## src/rtl/dtim_pkg.sv

```systemverilog
package dtim_pkg;
  localparam int          NUM_TMR         = 2;
  localparam int          DATA_W          = 8;
  localparam logic [7:0]  ADDR_PRESET_A   = 8'h02;
  localparam logic [7:0]  ADDR_CTRL       = 8'h04;
  localparam int          CLR_ALL_BIT     = 7;
  localparam int          IRQ_BIT         = 7;
  // flag / mask position of timer i is FLAG_TOP - i (A at 6, B at 5)
  localparam int          FLAG_TOP        = 6;
endpackage

```

## src/rtl/dtim_prescaler.sv

```systemverilog
module dtim_prescaler #(
  parameter int TICK_DIV = 2736,
  parameter int B_RATIO  = 4
) (
  input  logic       clk,
  input  logic       rst,
  output logic [1:0] tick
);
  localparam int PW = (TICK_DIV > 1) ? $clog2(TICK_DIV) : 1;
  localparam int BW = (B_RATIO > 1) ? $clog2(B_RATIO) : 1;
  localparam logic [PW-1:0] P_LAST = PW'(TICK_DIV - 1);
  localparam logic [BW-1:0] B_LAST = BW'(B_RATIO - 1);

  logic [PW-1:0] pcnt_q;
  logic [BW-1:0] bcnt_q;
  logic          a_wrap;

  assign a_wrap  = (pcnt_q == P_LAST);
  assign tick[0] = a_wrap;
  assign tick[1] = a_wrap && (bcnt_q == B_LAST);

  always_ff @(posedge clk) begin
    if (rst) begin
      pcnt_q <= '0;
      bcnt_q <= '0;
    end else begin
      pcnt_q <= a_wrap ? '0 : pcnt_q + 1'b1;
      if (a_wrap)
        bcnt_q <= (bcnt_q == B_LAST) ? '0 : bcnt_q + 1'b1;
    end
  end
endmodule

```

## src/rtl/dtim_counter.sv

```systemverilog
module dtim_counter #(
  parameter int CNT_W = 8
) (
  input  logic             clk,
  input  logic             rst,
  input  logic             run,
  input  logic             tick,
  input  logic             restart,
  input  logic [CNT_W-1:0] preset,
  output logic             ovf
);
  localparam logic [CNT_W-1:0] TOP = '1;

  logic [CNT_W-1:0] cnt_q;
  logic             at_top;

  assign at_top = (cnt_q == TOP);
  // a restart in the same cycle swallows the wrap
  assign ovf    = run && tick && at_top && !restart;

  always_ff @(posedge clk) begin
    if (rst)
      cnt_q <= '0;
    else if (restart)
      cnt_q <= preset;
    else if (run && tick)
      cnt_q <= at_top ? preset : cnt_q + 1'b1;
  end
endmodule

```

## src/rtl/dtim_flags.sv

```systemverilog
module dtim_flags #(
  parameter int N = 2
) (
  input  logic         clk,
  input  logic         rst,
  input  logic [N-1:0] ovf,
  input  logic [N-1:0] mask,
  input  logic [N-1:0] clr,
  output logic [N-1:0] flags,
  output logic         irq
);
  logic [N-1:0] flags_nx;

  // a fresh overflow beats a clear in the same cycle
  assign flags_nx = (flags & ~clr) | (ovf & ~mask);

  always_ff @(posedge clk) begin
    if (rst) begin
      flags <= '0;
      irq   <= 1'b0;
    end else begin
      flags <= flags_nx;
      irq   <= |flags_nx;
    end
  end
endmodule

```

## src/rtl/dual_interval_timer.sv

```systemverilog
module dual_interval_timer
  import dtim_pkg::*;
#(
  parameter int TICK_DIV = 2736,
  parameter int B_RATIO  = 4,
  parameter int CNT_W    = 8
) (
  input  logic        clk,
  input  logic        rst,
  input  logic        wr_en,
  input  logic [7:0]  wr_addr,
  input  logic [7:0]  wr_data,
  output logic [7:0]  status,
  output logic        irq
);
  logic [CNT_W-1:0]   preset_q [NUM_TMR];
  logic [7:0]         ctrl_q, ctrl_nx;
  logic               ctrl_wr, clr_all;
  logic [NUM_TMR-1:0] tick, restart, ovf, mask_eff, clr_sel, flags_q;

  always_comb begin
    ctrl_wr = wr_en && (wr_addr == ADDR_CTRL);
    clr_all = ctrl_wr && wr_data[CLR_ALL_BIT];
    ctrl_nx = ctrl_q;
    if (ctrl_wr && !wr_data[CLR_ALL_BIT])
      ctrl_nx = {1'b0, wr_data[6:0]};
  end

  always_ff @(posedge clk) begin
    if (rst) ctrl_q <= '0;
    else     ctrl_q <= ctrl_nx;
  end

  dtim_prescaler #(.TICK_DIV(TICK_DIV), .B_RATIO(B_RATIO)) u_pre (
    .clk  (clk),
    .rst  (rst),
    .tick (tick)
  );

  for (genvar i = 0; i < NUM_TMR; i++) begin : g_tmr
    localparam logic [7:0] PADDR = ADDR_PRESET_A + 8'(i);
    localparam int         FB    = FLAG_TOP - i;

    always_ff @(posedge clk) begin
      if (rst)
        preset_q[i] <= '0;
      else if (wr_en && (wr_addr == PADDR))
        preset_q[i] <= wr_data[CNT_W-1:0];
    end

    assign restart[i]  = ctrl_nx[i] ^ ctrl_q[i];
    assign mask_eff[i] = ctrl_nx[FB];
    assign clr_sel[i]  = clr_all || (ctrl_wr && !wr_data[CLR_ALL_BIT] && wr_data[FB]);

    dtim_counter #(.CNT_W(CNT_W)) u_cnt (
      .clk     (clk),
      .rst     (rst),
      .run     (ctrl_q[i]),
      .tick    (tick[i]),
      .restart (restart[i]),
      .preset  (preset_q[i]),
      .ovf     (ovf[i])
    );
  end

  dtim_flags #(.N(NUM_TMR)) u_flg (
    .clk   (clk),
    .rst   (rst),
    .ovf   (ovf),
    .mask  (mask_eff),
    .clr   (clr_sel),
    .flags (flags_q),
    .irq   (irq)
  );

  always_comb begin
    status          = '0;
    status[IRQ_BIT] = irq;
    for (int i = 0; i < NUM_TMR; i++)
      status[FLAG_TOP-i] = flags_q[i];
  end
endmodule

```

## config.mk

```make
export PLATFORM = sky130hd
export DESIGN_NAME = dual_interval_timer
export DESIGN_NICKNAME = d
export VERILOG_FILES = /design/src/rtl/dtim_pkg.sv /design/src/rtl/dtim_prescaler.sv /design/src/rtl/dtim_counter.sv /design/src/rtl/dtim_flags.sv /design/src/rtl/dual_interval_timer.sv
export SDC_FILE = /design/constraint.sdc
export NUM_CORES = 1
export LEC_CHECK = 0
export CORE_UTILIZATION = 29
export DETAILED_ROUTE_END_ITERATION = 12
export GPL_TIMING_DRIVEN = 0
export RECOVER_POWER = 100
export SYNTH_ARGS = -nofsm -noshare
export SYNTH_HDL_FRONTEND = slang
export SYNTH_SLANG_ARGS = --single-unit
```

## constraint.sdc

```tcl
create_clock -name clk -period 3.1 [get_ports clk]
set_input_delay 0.93 -clock clk [delete_from_list [all_inputs] [get_ports clk]]
set_output_delay 0.93 -clock clk [all_outputs]
set_load 0.02 [all_outputs]
```

==> results of run 1 <==
-- through the flow --
stage,setup TNS [ns],setup WS (ns)
floorplan,0,0.6534
global placement,-1.104,-0.1183
detailed placement,-1.844,-0.1750
CTS,0,0.1511
global route,0,0.01363
finish,0,0.1825
-- kinds of logic (layout without fill, tap and decap cells) --
logic type                 count (synthesis)  after routing  share of synthesized area (%)
buffers and inverters                     18             48                          3.745
and+or+nand+nor                          126            126                          26.51
muxes                                     11             11                          4.268
other                                      1              5                         0.1421
xor gates and xnor gates                  16             16                          5.310
DFF                                       53             53                          46.28
adders and majority gates                  4              4                          1.897
AOI/OAI and AO/OA                         47             47                          11.85
-- state kept, by name (all words and copies together), names as in the netlist --
register	flops
ctrl_q	4
g_tmr.u_cnt.cnt_q	16
preset_q	16
u_flg.flags	2
u_flg.irq	1
u_pre.bcnt_q	2
u_pre.pcnt_q	12
-- routing by layer --
metal / wire length [um] / track usage [%] / vias up
met5: 0 / 0 / -
met4: 66 / 3.394 / 0
met3: 159 / 2.374 / 8
met2: 2537 / 19.58 / 39
met1: 2676 / 15.19 / 953
li1: - / - / 1059
-- Yosys cell counts (all sizes together) (3+ instances only) --
master	number
and4	4
o2bb2ai	4
a22o	4
nand3	10
nor4	5
a31oi	3
and3	5
or4	3
and2	19
dfxtp	37
nor2	34
nor3	5
inv	6
edfxtp	16
clkbuf	4
mux2i	9
or2	3
a21oi	15
xnor2	5
nand2	17
o21ai	6
ha	4
buf	8
nand4	10
xor2	11
-- worst register-to-register path, delay by kind of cell, from the launching register on --
| family | cells | cell delay, ns |
|---|---|---|
| fa+ha+maj | 1 | 0.24 |
| compound gates | 1 | 0.21 |
| simple gates | 3 | 1.31 |
| flops | 1 | 0.38 |
| mux | 1 | 0.17 |
-- power groups by stage --
stage	logic, mW	clock network [mW]	registers (mW)
2_1_floorplan	0.0325	0	0.747
3_3_place_gp	0.0690	0	0.750
3_5_place_dp	0.0694	0	0.750
4_1_cts	0.0695	0.392	0.734
5_1_grt	0.0758	0.421	0.736
6_report	0.0685	0.386	0.734
-- final cells by class --
class                           instances  area [um2]  share of cell area [%]
Timing Repair Buffer                   22       220.2                   7.120
Sequential cell                        53        1221                   39.48
Inverter                                6       22.52                  0.7282
Tap cell                              108       135.1                   4.369
Buffer                                 12       76.32                   2.468
Clock buffer                            7       76.32                   2.468
Multi-Input combinational cell        209        1334                   43.12
Clock inverter                          1       7.507                  0.2427
-- worst max path at each step --
stage | start | endpoint | slack [ns] | cells past startpoint
floorplan | wr_addr[0] | u_flg.irq$_SDFF_PP0_ | 0.65 | 6
finish | wr_addr[0] | g_tmr[1].u_cnt.cnt_q[4]$_SDFFE_PP0P_ | 0.18 | 7
detailed placement | wr_en | preset_q[0][7]$_SDFFCE_PN0P_ | -0.18 | 4
CTS | wr_en | preset_q[0][7]$_SDFFCE_PN0P_ | 0.15 | 4
global route | wr_addr[0] | g_tmr[1].u_cnt.cnt_q[3]$_SDFFE_PP0P_ | 0.01 | 7
global placement | wr_en | preset_q[0][5]$_SDFFCE_PN0P_ | -0.12 | 4
-- cell usage in the layout, fill, tap and decap left out, drive strengths merged, types with 10 or more instances in the layout --
cell type and instances:
nand4 10, nor2 34, nand3 10, a21oi 15
edfxtp 16, clkbuf 11, xor2 11, clkdlybuf4s50 16
nand2 17, dfxtp 37, and2 19
==> flow_summary.yaml, run 1 <==
power:
  p_comb_share_pct: 5.8
  p_int_mw: 0.9189
  p_leak_nw: 1.068
  p_clk_share_pct: 32.5
  swShare_pct: 22.69
  p_per_area_nw_per_um2: 384.3
  p_sw_mw: 0.2697
  vdd_drop_max_mv: 0.1483
  power_mw: 1.189
  pwr-share-seq_pct: 61.8
timing:
  hold_viol: 0
  slew_headroom_pct: 31.94
  finClkSkew_ns: 0.004883
  post-route-period-util_pct: 94.11
  finalCriticalPeriod_ns: 2.918
  drv_slew: 0
  max_freq_mhz: 342.8
  rsz0062_at_grt: "no"
  finalSetupViolations: 0
  fin_hold_ws_ns: 0.4526
  worst-slew-pin-transition_ns: 1.012
floorplan:
  die_w_um: 97.39
  placementRows: 34
  ios: 28
  die_y_um: 97.39
  core_um2: 8763
  initial_utilization_pct: 30.11
  dieArea_um2: 9485
drt:
  antenna_left: 0
  drc: 0
  routed_via_density: 4.926
  firstDrtPassIters: 4
  wl_um: 5440
  drt_iter0_drc: 96
  wl_per_cell_um: 13.01
  dr_total_vias: 2059
placed_design:
  place_area_um2: 3009
  dpl.cell_count: 410
  dp_hpwl_um: 4148
  gp_congestion: 0.7554
  port_buffers: 22
cts:
  clk_pin_slew_ns: 0.09
  cts_resized: 0
  h-tree-depth: 2
  clock-sinks: 53
  cts_tree: "yes"
  cts_buffer_depth: 2
  clk_latency_ns: 0.31
  post_cts_buffers: 0
  cts-buffers-inserted: 5
  cts_root_buf: "clkbuf_8"
  hold_buffers: 0
global_routing:
  grt_max_degree: 16
  grt_pass1_wl_um: 8928
  grt_usage_pct: 11.69
  grt_pass1_vias: 1921
  antenna_found_initial: 0
  grt_overflow: 0
worst_hold_path:
  min_path_cells: 1
  hold-path-endpoint: "g_tmr[1].u_cnt.cnt_q[2]$_SDFFE_PP0P_"
  hp-start: "preset_q[1][2]$_SDFFCE_PN0P_"
  hold_path.class: "flop to flop"
worst_setup_path:
  required_ns: 3.34
  cp_cell_sequence: "clkdlybuf4s50_1, nor4b_1, and4b_1, clkbuf_1, nand2_1, a21oi_1, o2bb2ai_1"
  path_delay_family: "simple AND/OR/NAND/NOR gates"
  path_buf_inv: 2
  cp-start-kind: "input port"
  r2r_cells: 6
  cp_max_fo: 9
  cpPeakStageDelay_ns: 0.50
  critPathCaptureType: "flop"
  r2r_slack_ns: 0.71
  worstPathArrival_ns: 3.16
  r2r_start: "u_pre.pcnt_q[0]$_SDFF_PP0_"
  r2r-end: "g_tmr[1].u_cnt.cnt_q[7]$_SDFFE_PP0P_"
  worstSetupPathType: "input port to flop"
  crit_slowest_cell: "nor4b_1"
logic_synthesis:
  ys_ff_latch: 53
  synthFlopType: "dfxtp_1"
  synthCells: 276
  ys_types: 53
  yosysTopAreaCell: "dfxtp_1"
  yosysSeqAreaShare_pct: 46.28
  synth_area_per_cell_um2: 9.561
  synth_edf_count: 16
  synth_top_area_share_pct: 28.07
  synth_area_leaders: "dfxtp_1 28%, edfxtp_1 18%, nor2_1 4.8%"
  yosys_warnings: 0
  synth-async-reset-ratio_pct: 0
  netlist_area_um2: 2639
run_status:
  status: "finished, final reports clean"
cells_and_area:
  final_core_util_pct: 35.29
  fill_cells: 910
  final_nets: 332
  syn2layout_area_growth_pct: 17.21
  fin_cells: 418
  drive_above_1_share_pct: 7.419
  finalInstanceArea_um2: 3093
  diodes: 0
run:
  drv_cap: 0
(Power assumes the default switching activity.)
==> run 2, diff against run 1 <==
PLACE_DENSITY = 0.52   (was not set)
==> run 2 against run 1 <==
  * Worst setup slack improved by 0.092 ns
  * Die area unchanged
  * First-iteration DRC count increased by 5.2%
  * Fmax increased by 3.3%
  * Wire length increased by 4.3%
  * Sequential power about the same
  * Sequential share of layout area about the same
  * Worst hold slack improved by 0.014 ns
  * Power increased by 0.57%
  * Critical path depth unchanged
  * Register-to-register slack got worse by 0.35 ns
  * Clock skew about the same
  * Critical endpoint is now g_tmr[1].u_cnt.cnt_q[3]$_SDFFE_PP0P_
==> flow_summary.yaml, run 2 (synthesized netlist as in run 1, its figures left out) <==
run_status:
  status: "finished, final reports clean"
floorplan:
  die_w_um: 97.39
  core_um2: 8763
  die_y_um: 97.39
  dieArea_um2: 9485
  initial_utilization_pct: 30.11
  ios: 28
  placementRows: 34
drt:
  drt_iter0_drc: 101
  routed_via_density: 4.897
  route.met3.wl_um: 185
  wl_um: 5672
  dr_total_vias: 2047
  wl_per_cell_um: 13.57
  antenna_left: 0
  maxUsedRoutingLayer: "met4"
  drc: 0
  firstDrtPassIters: 4
  dr_wl_met2_um: 2526
  wl_met1_um: 2859
timing:
  drv_slew: 0
  finalCriticalPeriod_ns: 2.825
  post-route-period-util_pct: 91.13
  slew_headroom_pct: 13.41
  fin_ws_ns: 0.2750
  finClkSkew_ns: 0.004562
  rsz0062_at_grt: "no"
  hold_viol: 0
  max_freq_mhz: 354.0
  worst-slew-pin-transition_ns: 1.287
  finalSetupViolations: 0
power:
  vdd_drop_max_mv: 0.2103
  p_leak_nw: 1.074
  p_per_area_nw_per_um2: 386.2
global_routing:
  grt_pass1_vias: 1896
  antenna_found_initial: 0
  grt_max_degree: 17
  grt_overflow: 0
  grt_usage_pct: 12.44
  grt_pass1_wl_um: 9404
cts:
  cts_buffer_depth: 2
  clk_latency_ns: 0.31
  clk_pin_slew_ns: 0.10
  cts-buffers-inserted: 5
  post_cts_buffers: 0
  cts_resized: 0
  cts_tree: "yes"
  clock-sinks: 53
  cts_root_buf: "clkbuf_8"
  h-tree-depth: 2
  hold_buffers: 0
placed_design:
  port_buffers: 22
  gp_congestion: 0.7882
  dpl_worst_slack_ns: -0.1707
  dp_hpwl_um: 4268
worst_setup_path:
  r2r_cells: 6
  worstSetupPathType: "input port to flop"
  cp_max_fo: 9
  critPathCaptureType: "flop"
  worstPathArrival_ns: 3.06
  cp-start-kind: "input port"
  required_ns: 3.34
cells_and_area:
  layout_common_cells: "37 x dfxtp_1, 34 x nor2_1, 17 x nand2_1, 17 x clkdlybuf4s50_1, 16 x edfxtp_1"
  diodes: 0
  fill_cells: 917
  multi_input_area_um2: 1334
  final_common_cell: "dfxtp_1"
  syn2layout_area_growth_pct: 17.31
  reg_top3: "g_tmr.u_cnt.cnt_q: 16 flops, preset_q: 16 flops, u_pre.pcnt_q: 12 flops"
  drive_above_1_share_pct: 8.065
  final_nets: 332
  final_core_util_pct: 35.32
  ff_latch_area_um2: 1221
worst_hold_path:
  hold_path.class: "flop to flop"
  min_path_cells: 1
run:
  drv_cap: 0
-- run 2: critical path, cell delays in order --
cell,delay [ns]
clkdlybuf4s50_1,0.47
nor4b_2,0.37
and4b_1,0.23
clkbuf_1,0.26
nand2_1,0.26
a21oi_1,0.39
o2bb2ai_1,0.16
-- run 2: cell type report --
type,count,area share [%]
sequential,53,39.45
multi-input combinational,209,43.09
timing repair buffer,22,7.114
clock buffer,5,2.223
tap,108,4.365
clock inverter,3,0.5659
buffer,12,2.466
inverter,6,0.7276
-- run 2: final timing paths --
| check | start | endpoint | slack (ns) |
|---|---|---|---|
| setup / recovery | wr_addr[0] | g_tmr[1].u_cnt.cnt_q[3]$_SDFFE_PP0P_ | 0.27 |
| hold / removal | preset_q[1][4]$_SDFFCE_PN0P_ | g_tmr[1].u_cnt.cnt_q[4]$_SDFFE_PP0P_ | 0.47 |
| setup reg to reg | u_pre.pcnt_q[0]$_SDFF_PP0_ | u_pre.pcnt_q[7]$_SDFF_PP0_ | 0.36 |
| hold reg to reg | preset_q[1][4]$_SDFFCE_PN0P_ | g_tmr[1].u_cnt.cnt_q[4]$_SDFFE_PP0P_ | 0.47 |
-- run 2: where the power goes --
part	internal, mW	switching [mW]
clock network	0.156	0.236
registers	0.727	0.00824
logic	0.0323	0.0366
total	0.915	0.280
-- run 2: stage by stage --
step	std cells	power (mW)	area (um2)	hold WS [ns]	TNS [ns]
after global placement	410	0.8203	3009	0.4387	-1.415
after floorplan	280	0.7799	2654	0.4258	0
after global routing	418	1.241	3095	0.4797	0
final	418	1.195	3095	0.4662	0
after CTS	418	1.205	3095	0.4673	0
after detailed placement	410	0.8209	3009	0.4442	-1.606
-- run 2: layer usage --
metal  GRT usage [%]  vias to the layer above
met4           4.638                        0
met3           2.662                        8
met1           17.03                      937
met5               0                        -
li1                -                     1058
met2           19.20                       44
